**src/rtl/rbd_pkg.sv**
```systemverilog
package rbd_pkg;

   // Carrier half-cycle encoding shared by the alignment and demodulation stages.
   typedef enum logic {
      HALF_NEG = 1'b0,
      HALF_POS = 1'b1
   } carrier_half_e;

   // Internal width of a third-order sinc stage with one guard bit, so that
   // a full-scale result of +R^3 stays representable.
   function automatic int sinc3_width(input int log2_ratio);
      return 3 * log2_ratio + 2;
   endfunction

endpackage

```
**src/rtl/rbd_ref_align.sv**
```systemverilog
module rbd_ref_align #(
   parameter int DLY = 2
) (
   input  logic clk,
   input  logic rst,
   input  logic sample,
   input  logic ref_in,
   output logic ref_out
);
   import rbd_pkg::*;

   generate
      if (DLY == 0) begin : g_direct
         carrier_half_e held;
         always_ff @(posedge clk) begin
            if (rst)         held <= HALF_NEG;
            else if (sample) held <= carrier_half_e'(ref_in);
         end
         assign ref_out = (held == HALF_POS);
      end else begin : g_line
         logic [DLY:0] line;
         always_ff @(posedge clk) begin
            if (rst)         line <= '0;
            else if (sample) line <= {line[DLY-1:0], ref_in};
         end
         assign ref_out = line[DLY];
      end
   endgenerate

endmodule

```
**src/rtl/rbd_sinc3.sv**
```systemverilog
module rbd_sinc3 #(
   parameter int OSR_LOG2 = 7,
   parameter int SINC_W   = 14
) (
   input  logic                     clk,
   input  logic                     rst,
   input  logic                     bit_en,
   input  logic                     dec_stb,
   input  logic                     bit_in,
   output logic signed [SINC_W-1:0] word,
   output logic                     word_stb
);
   import rbd_pkg::*;

   localparam int CIC_W = sinc3_width(OSR_LOG2);
   localparam int SHIFT = 3 * OSR_LOG2 - (SINC_W - 1);
   localparam logic signed [CIC_W-1:0] MAXV = (CIC_W'(1) <<< (SINC_W - 1)) - CIC_W'(1);
   localparam logic signed [CIC_W-1:0] MINV = -(CIC_W'(1) <<< (SINC_W - 1));

   generate
      if (SHIFT < 0) begin : g_chk_shift
         $error("SINC_W too wide for the chosen ratio");
      end
   endgenerate

   logic signed [CIC_W-1:0] x_ext, i1, i2, i3, d1, d2, d3, c1, c2, c3, scaled;
   logic signed [SINC_W-1:0] sat_word;

   assign x_ext = bit_in ? {{(CIC_W-1){1'b0}}, 1'b1} : {CIC_W{1'b1}};

   always_comb begin
      c1     = i3 - d1;
      c2     = c1 - d2;
      c3     = c2 - d3;
      scaled = c3 >>> SHIFT;
      if (scaled > MAXV)      sat_word = MAXV[SINC_W-1:0];
      else if (scaled < MINV) sat_word = MINV[SINC_W-1:0];
      else                    sat_word = scaled[SINC_W-1:0];
   end

   always_ff @(posedge clk) begin
      if (rst) begin
         i1 <= '0; i2 <= '0; i3 <= '0;
         d1 <= '0; d2 <= '0; d3 <= '0;
         word     <= '0;
         word_stb <= 1'b0;
      end else begin
         if (bit_en) begin
            i1 <= i1 + x_ext;
            i2 <= i2 + i1;
            i3 <= i3 + i2;
         end
         if (dec_stb) begin
            d1   <= i3;
            d2   <= c1;
            d3   <= c2;
            word <= sat_word;
         end
         word_stb <= dec_stb;
      end
   end

   AST_WORD_HOLD: assert property (@(posedge clk) disable iff (rst)
      !$past(dec_stb) |-> $stable(word));
   AST_WORD_STB_PULSE: assert property (@(posedge clk) disable iff (rst)
      word_stb |=> !word_stb);

endmodule

```
**src/rtl/rbd_demod_integ.sv**
```systemverilog
module rbd_demod_integ #(
   parameter int SINC_W  = 14,
   parameter int ACC_LEN = 4,
   parameter int ACC_W   = 17
) (
   input  logic                     clk,
   input  logic                     rst,
   input  logic                     word_stb,
   input  logic signed [SINC_W-1:0] word,
   input  logic                     ref_pos,
   output logic signed [ACC_W-1:0]  amp,
   output logic                     amp_vld
);
   localparam int CNT_W = (ACC_LEN > 1) ? $clog2(ACC_LEN) : 1;
   localparam logic [CNT_W-1:0] LAST = CNT_W'(ACC_LEN - 1);

   logic [CNT_W-1:0]        cnt;
   logic                    primed;
   logic signed [ACC_W-1:0] acc, word_ext, term, total;

   always_comb begin
      word_ext = {{(ACC_W-SINC_W){word[SINC_W-1]}}, word};
      term     = ref_pos ? word_ext : -word_ext;
      total    = acc + term;
   end

   always_ff @(posedge clk) begin
      if (rst) begin
         cnt     <= '0;
         primed  <= 1'b0;
         acc     <= '0;
         amp     <= '0;
         amp_vld <= 1'b0;
      end else begin
         amp_vld <= 1'b0;
         if (word_stb) begin
            if (cnt == LAST) begin
               cnt    <= '0;
               acc    <= '0;
               primed <= 1'b1;
               if (primed) begin
                  amp     <= total;
                  amp_vld <= 1'b1;
               end
            end else begin
               cnt <= cnt + 1'b1;
               acc <= total;
            end
         end
      end
   end

   AST_VALID_PULSE: assert property (@(posedge clk) disable iff (rst)
      amp_vld |=> !amp_vld);
   AST_AMP_HOLD: assert property (@(posedge clk) disable iff (rst)
      !amp_vld |-> $stable(amp));
   AST_VALID_ON_WORD: assert property (@(posedge clk) disable iff (rst)
      amp_vld |-> $past(word_stb));

endmodule

```
**src/rtl/resolver_bitstream_demod.sv**
```systemverilog
module resolver_bitstream_demod #(
   parameter int OSR     = 128,
   parameter int SINC_W  = 14,
   parameter int ACC_LEN = 4,
   parameter int REF_DLY = 2,
   localparam int ACC_W  = SINC_W + $clog2(ACC_LEN) + 1
) (
   input  logic                    clk,
   input  logic                    rst,
   input  logic                    sin_bit,
   input  logic                    cos_bit,
   input  logic                    carrier_pos,
   output logic signed [ACC_W-1:0] sin_amp,
   output logic signed [ACC_W-1:0] cos_amp,
   output logic                    amp_valid
);
   localparam int OSR_LOG2 = $clog2(OSR);
   localparam int N_CH     = 2;

   generate
      if ((1 << OSR_LOG2) != OSR || OSR < 2) begin : g_chk_osr
         $error("OSR must be a power of two of at least 2");
      end
      if (ACC_LEN < 1) begin : g_chk_len
         $error("ACC_LEN must be at least 1");
      end
      if (REF_DLY < 0) begin : g_chk_dly
         $error("REF_DLY must not be negative");
      end
   endgenerate

   logic                bit_en;
   logic [OSR_LOG2-1:0] bit_cnt;
   logic                dec_stb;
   logic                ref_aligned;

   always_ff @(posedge clk) begin
      if (rst) begin
         bit_en  <= 1'b0;
         bit_cnt <= '0;
      end else begin
         bit_en <= ~bit_en;
         if (bit_en) bit_cnt <= bit_cnt + 1'b1;
      end
   end

   assign dec_stb = bit_en && (&bit_cnt);

   rbd_ref_align #(.DLY(REF_DLY)) u_ref (
      .clk     (clk),
      .rst     (rst),
      .sample  (dec_stb),
      .ref_in  (carrier_pos),
      .ref_out (ref_aligned)
   );

   logic                    ch_bit   [N_CH];
   logic signed [SINC_W-1:0] ch_word [N_CH];
   logic                    ch_wstb  [N_CH];
   logic signed [ACC_W-1:0] ch_amp   [N_CH];
   logic                    ch_vld   [N_CH];

   assign ch_bit[0] = sin_bit;
   assign ch_bit[1] = cos_bit;

   generate
      for (genvar g = 0; g < N_CH; g++) begin : g_ch
         rbd_sinc3 #(.OSR_LOG2(OSR_LOG2), .SINC_W(SINC_W)) u_sinc (
            .clk      (clk),
            .rst      (rst),
            .bit_en   (bit_en),
            .dec_stb  (dec_stb),
            .bit_in   (ch_bit[g]),
            .word     (ch_word[g]),
            .word_stb (ch_wstb[g])
         );
         rbd_demod_integ #(.SINC_W(SINC_W), .ACC_LEN(ACC_LEN), .ACC_W(ACC_W)) u_integ (
            .clk      (clk),
            .rst      (rst),
            .word_stb (ch_wstb[g]),
            .word     (ch_word[g]),
            .ref_pos  (ref_aligned),
            .amp      (ch_amp[g]),
            .amp_vld  (ch_vld[g])
         );
      end
   endgenerate

   assign sin_amp   = ch_amp[0];
   assign cos_amp   = ch_amp[1];
   assign amp_valid = ch_vld[0];

   AST_CHAN_ALIGN: assert property (@(posedge clk) disable iff (rst)
      ch_vld[0] == ch_vld[1]);
   AST_WORD_ALIGN: assert property (@(posedge clk) disable iff (rst)
      ch_wstb[0] == ch_wstb[1]);
   AST_RST_QUIET: assert property (@(posedge clk) disable iff (rst)
      $past(rst) |-> (!amp_valid && sin_amp == '0 && cos_amp == '0));

endmodule

```
**config.mk**
```make
export PLATFORM = sky130hd
export DESIGN_NAME = resolver_bitstream_demod
export DESIGN_NICKNAME = d
export VERILOG_FILES = /design/src/rtl/rbd_pkg.sv /design/src/rtl/rbd_ref_align.sv /design/src/rtl/rbd_sinc3.sv /design/src/rtl/rbd_demod_integ.sv /design/src/rtl/resolver_bitstream_demod.sv
export SDC_FILE = /design/constraint.sdc
export NUM_CORES = 1
export LEC_CHECK = 0
export ABC_AREA = 1
export BUFFER_PORTS_ARGS = -buffer_cell sky130_fd_sc_hd__buf_2
export CELL_PAD_IN_SITES_DETAIL_PLACEMENT = 0
export CELL_PAD_IN_SITES_GLOBAL_PLACEMENT = 2
export CORE_MARGIN = 3
export CORE_UTILIZATION = 37
export CTS_CLUSTER_DIAMETER = 50
export CTS_CLUSTER_SIZE = 14
export DETAILED_ROUTE_END_ITERATION = 8
export PLACE_DENSITY = 0.82
export SLEW_MARGIN = 15
export SYNTH_ARGS = -nofsm -noshare
export SYNTH_HDL_FRONTEND = slang
export SYNTH_SLANG_ARGS = --single-unit
```
**constraint.sdc**
```tcl
create_clock -name clk -period 6.7 [get_ports clk]
set_input_delay 1.34 -clock clk [delete_from_list [all_inputs] [get_ports clk]]
set_output_delay 1.34 -clock clk [all_outputs]
set_load 0.01 [all_outputs]
```
==> After elaboration in Yosys (flattened, before gate mapping) <==
Cells that the tools add are included.
{ "classes": {"n_addsub": 19, "magnitude_cmp": 4, "n_eq_ne": 2, "n_mux": 13, "n_bitwise": 3, "n_reduce_logical": 7} }
{ "ops": {"columns": ["operator", "count"], "rows": [
  ["adder 23 bit", 6],
  ["subtractor 23 bit", 6],
  ["two-way mux 17 bit", 4],
  ["two-way mux 14 bit", 4],
  ["two-way mux 23 bit", 2],
  ["adder 17 bit", 2],
  ["negator 14 -> 17 bit", 2],
  ["> comparator 15 x 14 -> 1 bit, second input constant", 2],
  ["less-than comparator 15 x 14 -> 1 bit, second input constant", 2],
  ["adder 7 x 1 -> 7 bit, second input constant", 1],
  ["AND reduction 7 bit", 1],
  ["AND reduction 3 bit", 2],
  ["adder 2 x 1 -> 2 bit, second input constant", 2],
  ["== test 2 bit, second input constant", 2],
  ["two-way mux 2 bit", 2],
  ["AND reduction 2 bit", 2],
  ["NOT 1 bit", 3],
  ["OR reduction 3 bit", 1],
  ["logical AND 1 bit", 1],
  ["two-way mux 1 bit", 1]
]} }
{ "word_totals": {"regBits": 391, "out_inout_bits": 35} }

==> Longest topological paths before layout <==
{ "logic_depth": {"word_depth": 6, "mapped_depth": 36, "mapped_depth_nobuf": 35} }

==> Hierarchy <==
Synthesis repeated with hierarchy kept, for this count alone.
{ "hier_totals": {"hier_cells": 4340, "area_unflattened_um2": 29783.6} }
{ "modules_own_cells": {"columns": ["module", "instances", "cells_each", "area_each_um2", "seq_area_each_um2"], "rows": [
  ["rbd_sinc3 (g_ch[0].u_sinc)", 1, 1759, 12039.0, 3062.9],
  ["rbd_sinc3 (g_ch[1].u_sinc)", 1, 1741, 11971.5, 3062.9],
  ["rbd_demod_integ (g_ch[0].u_integ)", 1, 387, 2663.8, 760.7],
  ["rbd_demod_integ (g_ch[1].u_integ)", 1, 387, 2637.5, 760.7],
  ["resolver_bitstream_demod", 1, 47, 351.6, 160.2],
  ["rbd_ref_align", 1, 19, 120.1, 60.1]
]} }

==> Worst setup path after synthesis <==
Ideal clock, no wire load.
{ "synth_timing": {"path_kind": "register to register", "from": "reg g_ch[1].u_sinc.i3[0]", "to": "reg g_ch[1].u_sinc.word[10]", "setup_time_ns": 0.122, "t_arrival_ns": 4.829, "setup_slack_ns": 1.749, "stages_incl_launch_ff": 35, "path_buffers": 1, "cell_sequence": "dfxtp_1 inv_1 ha_1 fa_1 nor2_1 nand2_1 nand3_2 a31o_2 xor2_1 inv_1 ha_1 nand2_1 nor2_1 o21ai_1 o211ai_1 nor2_1 o21ai_1 a21boi_0 o21ai_0 or2_1 and2_1 ha_1 nand2_1 nand2_1 a21boi_0 nor2_1 a211oi_1 o21ai_2 inv_1 nand3_1 nand3_1 nand2_1 inv_2 buf_6 a21oi_2"} }
{ "synth_between": {"elab_chain_len": 6, "word_cells_on_any_way": 7, "classes_between": "add/sub: 3; order compare: 2; mux: 2"} }
{ "synth_rtl": {"columns": ["element", "line_no", "source"], "rows": [
  ["start, declared", "rbd_sinc3.sv:26", "logic signed [CIC_W-1:0] x_ext, i1, i2, i3, d1, d2, d3, c1, c2, c3, scaled;"],
  ["start signal, assigned", "rbd_sinc3.sv:51", "i3 <= i3 + i2;"],
  ["subtractor 23 bit *", "rbd_sinc3.sv:32", "c1 = i3 - d1;"],
  ["net g_ch[1].u_sinc.c1[8]", "rbd_sinc3.sv:26", null],
  ["subtractor 23 bit *", "rbd_sinc3.sv:33", "c2 = c1 - d2;"],
  ["net g_ch[1].u_sinc.c2[15]", "rbd_sinc3.sv:26", null],
  ["subtractor 23 bit *", "rbd_sinc3.sv:34", "c3 = c2 - d3;"],
  ["less-than comparator 15 x 14 -> 1 bit", "rbd_sinc3.sv:37", "else if (scaled < MINV) sat_word = MINV[SINC_W-1:0];"],
  ["two-way mux 14 bit", "rbd_sinc3.sv:37", null],
  ["two-way mux 14 bit *", "rbd_sinc3.sv:36", "if (scaled > MAXV) sat_word = MAXV[SINC_W-1:0];"],
  ["end signal, assigned", "rbd_sinc3.sv:57", "word <= sat_word;"],
  ["end, declared", "rbd_sinc3.sv:10", "output logic signed [SINC_W-1:0] word,"]
]} }
Mark *: on every way through the listed nets, which the timed path passes. The rest lies on a longest branch.
A chain may end at the register's enable or synchronous reset.

==> Worst setup path in the final report <==
{ "layout_timing": {"from": "reg g_ch[0].u_sinc.d1[2]", "to": "reg g_ch[0].u_sinc.word[2]"} }
{ "layout_between": {"elab_chain_len": 6, "word_cells_on_any_way": 7, "classes_between": "add/sub: 3; order compare: 2; mux: 2"} }
{ "layout_rtl": {"columns": ["element", "line_no", "source"], "rows": [
  ["start, declared", "rbd_sinc3.sv:26", null],
  ["start signal, assigned", "rbd_sinc3.sv:54", "d1 <= i3;"],
  ["subtractor 23 bit *", "rbd_sinc3.sv:32", null],
  ["net g_ch[0].u_sinc.c1[15]", "rbd_sinc3.sv:26", null],
  ["subtractor 23 bit *", "rbd_sinc3.sv:33", null],
  ["net g_ch[0].u_sinc.c2[17]", "rbd_sinc3.sv:26", null],
  ["subtractor 23 bit *", "rbd_sinc3.sv:34", null],
  ["less-than comparator 15 x 14 -> 1 bit", "rbd_sinc3.sv:37", null],
  ["two-way mux 14 bit", "rbd_sinc3.sv:37", null],
  ["two-way mux 14 bit *", "rbd_sinc3.sv:36", null],
  ["end signal, assigned", "rbd_sinc3.sv:57", null],
  ["end, declared", "rbd_sinc3.sv:10", null]
]} }
Marks and branches as above.

==> out/results.tsv <==
stage	metric	value	unit
status	status	completed	
place	dp_hpwl	57.2	mm
floorplanning	die_y	282	µm
sta	fin_skew	0.0269	ns
floorplanning	initial_utilization	37.7	%
drt	drcViolationCount	0	
sta	finalCriticalPeriod	5.78	ns
place	place.gp.congestion	0.846	
place	pre_cts_slack	0.950	ns
floorplanning	core	0.0749	mm²
floorplanning	dieArea	0.0796	mm²
drt	finalWirelength	75.3	mm
setup_path	cp_slowest_stage_delay	0.38	ns
place	io_buffers	39	
drt	antenna_left	0	
setup_path	crit_required	7.20	ns
clock_tree	hold_buffers	0	
yosys	syn_nets	4343	
clock_tree	cts_buffer_depth	3	
yosys	syn_area_per_cell	7.00	µm²
sta	grt_setup_unrepaired	false	
setup_path	slowest_stage	ha_1	
setup_path	crit_fanout	13	
drt	vias	25000	
global_route	grt_pass1_vias	24600	
yosys	netlist_area	0.0282	mm²
power_and_ir_drop	p_per_area	346	mW/mm²
finish	final_util	42.0	%
yosys	ys.flop_type	dfxtp_1	
sta	setup_ws	0.922	ns
floorplanning	die_width	282	µm
yosys	yosysTopAreaCellShare	27.7	%
setup_path	path_common_cell	a21oi_1	
drt	detail_route.wl_per_cell	14.8	µm
sta	fmax	173	MHz
yosys	synth_warnings	0	
clock_tree	cts_max_level	2	
drt	routed_via_density	4.92	
flow_run	cap_viol_max_count	0	
floorplanning	io_pins	40	
clock_tree	post_cts_buffers	0	
clock_tree	cts_buffers	61	
setup_path	crit_type	reg -> reg	
sta	final-hold-violation-count	0	
clock_tree	clkLatencyLatePin	0.63	ns
yosys	synth_cell_types	56	
clock_tree	post_cts_resized	0	
yosys	synthTopCellsByArea	dfxtp_1 (28%), ha_1 (13%), nand2_1 (10%), inv_1 (7.7%), o21ai_0 (7.1%)	
finish	nNetsFinal	4361	
setup_path	endpoint_kind	register	
global_route	grt_max_degree	110	
global_route	grt_first_pass_wirelength	124	mm
sta	relSlewSlack	28.6	%
finish	insertedDiodeCount	0	
drt	drt_iter0_drc	1121	
setup_path	r2r_cells	29	
clock_tree	tritoncts	built	
sta	period_share	86.2	%
sta	setup_viol	0	
power_and_ir_drop	leakagePower	14.8	nW
drt	firstDrtPassIters	5	
finish	drive_above_1_share	6.66	%
clock_tree	cts_sinks	391	
global_route	antenna_found_initial	0	
yosys	synth_edf_count	0	
setup_path	arrival	6.28	ns
floorplanning	num_rows	100	
setup_path	startpoint_type	register	
worst_hold_path	holdPathStages	2	
sta	slew_violations	0	
clock_tree	clk_pin_slew_worst_paths	0.06	ns
sta	tns	0	ns
place	post_dp_cell_area	0.0294	mm²
clock_tree	cts-root-buf	clkbuf_16	
yosys	seq_area_frac_synth	27.7	%
yosys	async_flop_share	0	%
yosys	ys_seq_elements	391	
worst_hold_path	hp-class	reg -> reg	
yosys	post-synth-top-area-cell	dfxtp_1	
global_route	grt_overflow	0	
global_route	track_usage	18.8	%
finish	final_area	0.0315	mm²
power_and_ir_drop	max-vdd-ir-drop	0.248	mV
yosys	syn_inst	4029	
sta	worst_slew_pin_slew	1.07	ns
finish	area_growth_syn_to_layout	11.7	%
## cells in the final DEF, fill, tap and decap left out, types with 23 or more instances in the layout
cell / instances
a21oi_1: 377
a21oi_2: 23
buf_2: 39
clkbuf_16: 63
dfxtp_1: 390
ha_1: 297
inv_1: 574
nand2_1: 772
nand2_2: 28
nand3_1: 123
nand4_1: 30
nor2_1: 244
nor3_1: 25
nor4_1: 32
o211ai_1: 47
o21ai_0: 399
o21ai_1: 44
o21bai_1: 58
o22ai_1: 50
xnor2_1: 73
xor2_1: 159
## through the flow
step / hold slack (ns) / power, mW / instances
global route: 0.462 / 11.8 / 5069
floorplan: 0.426 / 6.57 / 4029
detailed placement: 0.445 / 7.67 / 4953
global placement: 0.438 / 7.71 / 4953
finish: 0.459 / 10.9 / 5069
CTS: 0.457 / 11.0 / 5069
## where the power goes
| group | switching, mW | internal [mW] |
|---|---|---|
| Combinational | 3.27 | 1.82 |
| Clock | 1.31 | 1.99 |
| Sequential | 0.0947 | 2.41 |
## cell families (layout without fill, tap and decap cells)
family | after synthesis | count (layout) | synth area share [%]
flip-flops | 391 | 391 | 27.7
buffers and inverters | 684 | 755 | 9.22
AO/OA/AOI/OAI | 1109 | 1109 | 22.2
XOR/XNOR | 232 | 232 | 7.20
AND/OR/NAND/NOR | 1304 | 1304 | 19.6
adder cells (fa/ha/maj) | 309 | 309 | 14.0
## metal layers
| layer | part of all wire [%] | up-vias | track usage [%] |
|---|---|---|---|
| li1 | - | 13600 | - |
| met2 | 47 | 203 | 33.0 |
| met1 | 49 | 11100 | 24.7 |
| met3 | 2.3 | 100 | 2.15 |
| met5 | 0 | - | 0 |
| met4 | 2.2 | 0 | 4.79 |
## flip-flops by register name, summed over array words and instances (netlist names)
register / count
g_ch.u_integ.primed: 2
g_ch.u_integ.acc: 34
u_ref.g_line.line: 3
g_ch.u_sinc.i2: 46
g_ch.u_sinc.d2: 46
g_ch.u_sinc.word: 28
g_ch.u_sinc.d3: 46
bit_cnt: 7
g_ch.u_sinc.word_stb: 1
g_ch.u_sinc.d1: 46
g_ch.u_integ.amp: 34
g_ch.u_sinc.i3: 46
g_ch.u_sinc.i1: 46
g_ch.u_integ.cnt: 4
g_ch.u_integ.amp_vld: 1
bit_en: 1
## final timing paths
path                          from                     end  slack, ns
min reg2reg  g_ch[0].u_sinc.d2[15]   g_ch[0].u_sinc.d2[15]       0.46
max           g_ch[0].u_sinc.d1[2]  g_ch[0].u_sinc.word[2]       0.92
min          g_ch[0].u_sinc.d2[15]   g_ch[0].u_sinc.d2[15]       0.46
max reg2reg   g_ch[0].u_sinc.d1[2]  g_ch[0].u_sinc.word[2]       0.92
## layout make-up
class | instances | area (µm²)
tap | 969 | 1210
fill | 7930 | 43400
multi-input combinational | 2954 | 17800
timing repair buffer | 57 | 330
sequential | 391 | 7830
clock buffer | 70 | 1630
inverter | 582 | 2190
clock inverter | 46 | 510
## synth_stat cells, drive strengths merged (14+ instances only)
master,number
a211oi,14
a21o,19
a21oi,400
a31oi,21
buf,15
clkbuf,87
dfxtp,391
ha,297
inv,580
nand2,802
nand3,140
nand4,31
nor2,255
nor3,26
nor4,32
o211ai,47
o21ai,447
o21bai,58
o22ai,50
xnor2,73
xor2,159
## worst max-delay path: cells and delay by family (launching register included)
| family | cells | cell delay, ns |
|---|---|---|
| buffers and inverters | 3 | 0.42 |
| AO/OA/AOI/OAI | 12 | 2.36 |
| XOR/XNOR | 2 | 0.41 |
| adder cells (fa/ha/maj) | 3 | 1.07 |
| flip-flops | 1 | 0.31 |
| AND/OR/NAND/NOR | 9 | 1.09 |
Note: power is estimated with default switching activity, not from simulation.
